### src/rtl/isa_pkg.sv
package isa_pkg;
    typedef enum logic [1:0] {
        CMP_NONE    = 2'd0,
        CMP_CORRECT = 2'd1,
        CMP_REDUCE  = 2'd2
    } cmp_act_e;
endpackage

### src/rtl/isa_carry_guess.sv
module isa_carry_guess #(
    parameter int SPEC = 2
) (
    input  logic [SPEC-1:0] win_a,
    input  logic [SPEC-1:0] win_b,
    output logic            guess
);
    logic [SPEC-1:0] gen_bits;
    logic [SPEC-1:0] prp_bits;

    assign gen_bits = win_a & win_b;
    assign prp_bits = win_a ^ win_b;

    // look-ahead from the bottom of the window, carry-in assumed 0
    always_comb begin
        guess = 1'b0;
        for (int i = 0; i < SPEC; i++) begin
            guess = gen_bits[i] | (prp_bits[i] & guess);
        end
    end
endmodule

### src/rtl/isa_seg_add.sv
module isa_seg_add #(
    parameter int SEG = 8
) (
    input  logic [SEG-1:0] seg_a,
    input  logic [SEG-1:0] seg_b,
    input  logic           seg_ci,
    output logic [SEG-1:0] seg_s,
    output logic           seg_co
);
    assign {seg_co, seg_s} = {1'b0, seg_a} + {1'b0, seg_b} + {{SEG{1'b0}}, seg_ci};
endmodule

### src/rtl/isa_comp.sv
module isa_comp
    import isa_pkg::*;
#(
    parameter int SEG = 8,
    parameter int COR = 3
) (
    input  logic [SEG-1:0] loc_sum,
    input  logic           miss,
    output logic [SEG-1:0] fix_sum,
    output cmp_act_e       act
);
    logic cor_full;

    generate
        if (COR == 0) begin : g_nocor
            assign cor_full = 1'b1;
        end else begin : g_cor
            assign cor_full = &loc_sum[COR-1:0];
        end
    endgenerate

    always_comb begin
        if (!miss)         act = CMP_NONE;
        else if (!cor_full) act = CMP_CORRECT;
        else               act = CMP_REDUCE;
    end

    always_comb begin
        unique case (act)
            CMP_CORRECT: fix_sum = loc_sum + {{(SEG-1){1'b0}}, 1'b1};
            default:     fix_sum = loc_sum;
        endcase
    end
endmodule

### src/rtl/isa_adder.sv
module isa_adder
    import isa_pkg::*;
#(
    parameter int WIDTH = 32,
    parameter int NPATH = 4,
    parameter int SPEC  = 2,
    parameter int COR   = 3,
    parameter int RED   = 2
) (
    input  logic [WIDTH-1:0] opnd_a,
    input  logic [WIDTH-1:0] opnd_b,
    input  logic             carry_in,
    output logic [WIDTH-1:0] sum_out,
    output logic             carry_out
);
    localparam int SEG = WIDTH / NPATH;
    localparam logic [SEG-1:0] RED_MASK = ~({SEG{1'b1}} >> RED);

    logic [SEG-1:0] loc_s [NPATH];
    logic [SEG-1:0] fix_s [NPATH];
    logic [NPATH-1:0] loc_co;
    logic [NPATH-1:0] guess;
    logic [NPATH-1:0] red_req;
    logic [NPATH-1:0] red_from_above;

    generate
        for (genvar k = 0; k < NPATH; k++) begin : g_seg
            if (k == 0) begin : g_base
                assign guess[k]   = carry_in;
                assign fix_s[k]   = loc_s[k];
                assign red_req[k] = 1'b0;
            end else begin : g_spec
                cmp_act_e act;
                logic     miss;
                if (SPEC > 0) begin : g_win
                    isa_carry_guess #(.SPEC(SPEC)) u_guess (
                        .win_a (opnd_a[k*SEG-1 -: SPEC]),
                        .win_b (opnd_b[k*SEG-1 -: SPEC]),
                        .guess (guess[k])
                    );
                end else begin : g_zero
                    assign guess[k] = 1'b0;
                end
                assign miss = loc_co[k-1] & ~guess[k];
                isa_comp #(.SEG(SEG), .COR(COR)) u_comp (
                    .loc_sum (loc_s[k]),
                    .miss    (miss),
                    .fix_sum (fix_s[k]),
                    .act     (act)
                );
                assign red_req[k] = (act == CMP_REDUCE);
            end

            isa_seg_add #(.SEG(SEG)) u_add (
                .seg_a  (opnd_a[k*SEG +: SEG]),
                .seg_b  (opnd_b[k*SEG +: SEG]),
                .seg_ci (guess[k]),
                .seg_s  (loc_s[k]),
                .seg_co (loc_co[k])
            );
        end
    endgenerate

    assign red_from_above = red_req >> 1;

    generate
        for (genvar k = 0; k < NPATH; k++) begin : g_out
            assign sum_out[k*SEG +: SEG] = fix_s[k] | (red_from_above[k] ? RED_MASK : '0);
        end
    endgenerate

    assign carry_out = loc_co[NPATH-1];
endmodule

### config.mk
export PLATFORM = sky130hd
export DESIGN_NAME = isa_adder
export DESIGN_NICKNAME = d
export VERILOG_FILES = /design/src/rtl/isa_pkg.sv /design/src/rtl/isa_carry_guess.sv /design/src/rtl/isa_seg_add.sv /design/src/rtl/isa_comp.sv /design/src/rtl/isa_adder.sv
export SDC_FILE = /design/constraint.sdc
export NUM_CORES = 1
export LEC_CHECK = 0
export BUFFER_PORTS_ARGS = -buffer_cell sky130_fd_sc_hd__buf_2
export CAP_MARGIN = 20
export CORE_MARGIN = 2
export CORE_UTILIZATION = 45
export DETAILED_ROUTE_END_ITERATION = 10
export PLACE_DENSITY = 0.81
export SYNTH_ARGS = -nofsm -noshare
export SYNTH_HDL_FRONTEND = slang
export SYNTH_SLANG_ARGS = --single-unit
### constraint.sdc
create_clock -name vclk -period 4
set_input_delay 0.4 -clock vclk [all_inputs]
set_output_delay 0.4 -clock vclk [all_outputs]
set_load 0.03 [all_outputs]
==> impl_metrics.json <==
{
  "outcome": "complete, but fails checks",
  "violations": "negative setup slack",
  "synth_cell_types": 52,
  "crit_fanout": 4,
  "drv_cap": 0,
  "p_per_area_nw_per_um2": 229.0,
  "syn_to_final_growth_pct": 42.83,
  "cp.required_ns": 3.60,
  "avgSynthCellArea_um2": 7.479,
  "period_share": 1.004,
  "ys_seq_area_frac": 0,
  "leakagePower_nw": 1.379,
  "worst_slew_pin_slew_ns": 0.4821,
  "grt_use_total": 0.1939,
  "finalSetupTns_ns": -0.01504,
  "overflow": 0,
  "layout_commonest_cell": "buf_2",
  "nFillCells": 362,
  "critPathMaxStageDelay_ns": 0.43,
  "hp-start": "opnd_b[1]",
  "drt_iter0_markers": 43,
  "startpoint": "opnd_b[15]",
  "relSlewSlack": 0.6764,
  "final_core_util": 0.6617,
  "grt_max_degree": 10,
  "flops_and_latches": 0,
  "worstSetupEndpoint": "sum_out[23]",
  "num_antenna_cells": 0,
  "dp_slack_ns": -0.1830,
  "gp_congestion": 0.8094,
  "hold_viol_final": 0,
  "io_buffers": 98,
  "critPathSlowestCell": "fa_1",
  "routed_wl_um": 5084,
  "grt_pass1_wl_um": 8459,
  "clock_buffers": 0,
  "critical_path_class": "input pin to primary output",
  "cp.arrival_ns": 3.62,
  "start_util": 0.4633,
  "rows": 24,
  "core_area_um2": 4294,
  "cp-end-kind": "primary output",
  "ant_nets": 0,
  "fin_crit_ns": 4.015,
  "ios": 98,
  "yosysWarnings": 0,
  "synthCells": 266,
  "die_area_um2": 4969,
  "drt-wirelength-per-cell_um": 11.77,
  "num_vias": 2240,
  "cp-start-kind": "input pin",
  "regArea_um2": 0,
  "multiInputGateArea_um2": 1993,
  "grt_pass1_vias": 2104,
  "rsz0062_at_grt": "yes",
  "peakVddDrop_uv": 133.6,
  "drv_slew": 0,
  "fmax_ghz": 0.2491,
  "viasPerCell": 5.185,
  "fin_nets": 489,
  "hold_class": "input pin to primary output",
  "layout_common_cells": "buf_2 (92), inv_1 (31), ha_1 (28), xnor2_1 (22), o21ai_0 (20)",
  "firstDrtPassIters": 4,
  "drcViolationCount": 0,
  "drive_gt1_frac": 0.3921,
  "antenna_found_initial": 0,
  "crit_chain": "buf_6 -> ha_4 -> a21oi_4 -> fa_2 -> fa_1 -> xor2_2 -> inv_1 -> ha_4 -> nand3b_1 -> a21oi_2 -> a21oi_2 -> nand4b_1 -> nor3_2 -> xor2_1 -> mux2_4 -> buf_6",
  "syn-num-nets": 373,
  "syn_area_um2": 1989,
  "die_width_um": 70.49,
  "fp.dieH_um": 70.49,
  "hpwlAfterDp_um": 4162,
  "fin_ws_ns": -0.01504,
  "setup_viol": 1
}
-- stage by stage --
| step | hold slack [ns] | power, mW | instance area, um2 | cells |
|---|---|---|---|---|
| floorplan | 1.112 | 0.4367 | 1989 | 266 |
| global placement | 1.236 | 0.5858 | 2630 | 427 |
| detailed placement | 1.239 | 0.5973 | 2630 | 427 |
| CTS | 1.239 | 0.6165 | 2719 | 429 |
| global route | 1.260 | 0.7134 | 2841 | 432 |
| finish | 1.237 | 0.6507 | 2841 | 432 |
-- repair_timing --
item / 4_1_cts / 5_1_grt
setup buffers: 2 / 3
hold buffers: 0 / 0
gates resized for setup: 14 / 19
endpoints found under the setup margin: 5 / 6
pin swaps: 9 / 15
-- cell type report --
cell class,count,area share
tap,52,0.02290
multi-input combinational,231,0.7015
timing repair buffer,115,0.2307
inverter,34,0.04491
-- worst min-delay path by stage --
stage          depth (start not counted)         end
5_1_grt                                3  sum_out[1]
3_5_place_dp                           3  sum_out[1]
3_3_place_gp                           3  sum_out[1]
6_report                               3  sum_out[1]
2_1_floorplan                          3  sum_out[0]
4_1_cts                                3  sum_out[1]
-- logic make-up after synthesis --
| family | share of synthesized area |
|---|---|
| adder cells (fa/ha/maj) | 0.2943 |
| XOR/XNOR | 0.1277 |
| AND/OR/NAND/NOR | 0.2289 |
| buffers and inverters | 0.06666 |
| multiplexers | 0.03899 |
| AO/OA/AOI/OAI | 0.2434 |
-- worst max-delay path, delay by kind of cell --
family / cells / cell delay, ns
compound gates: 3 / 0.26
xor+xnor: 2 / 0.42
fa+ha+maj: 4 / 1.23
buf+inv: 3 / 0.34
mux: 1 / 0.33
simple gates: 3 / 0.64
-- synth_stat cells (2+ instances only) --
library cell  number  area share
a211oi_1           2      0.0075
inv_1             33       0.062
nand2_1           16       0.030
nand2b_1           8       0.025
xor2_1             7       0.031
mux2_2             6       0.034
nor2b_1            6       0.019
ha_1              34        0.21
nand3_1            4       0.010
xnor2_1           22       0.097
o31a_1             6       0.026
and3_1             2      0.0063
a21oi_1           21       0.053
o21a_1             7       0.026
a21o_1             2      0.0075
o21ai_0           20       0.050
nand3b_1           3       0.011
fa_1               8       0.081
o211ai_1           2      0.0075
nor3b_1            2      0.0075
nor2_1            19       0.036
nor3_1             6       0.015
-- power by group --
group          total (mW)  leakage (nW)  switching [mW]  internal (mW)
logic               0.651          1.38           0.387          0.263
clock network           0             0               0              0
registers               0             0               0              0
-- per-layer routing --
metal  wire [um]  track usage  vias up  share of wire
met5           0            0        -              0
met4           0     0.006410        0              0
met3         304      0.01587        0          0.060
met2        2602       0.3753       73           0.51
met1        2177       0.2424      995           0.43
li1            -            -     1172              -
No activity file was read; power rests on OpenSTA's default activity.
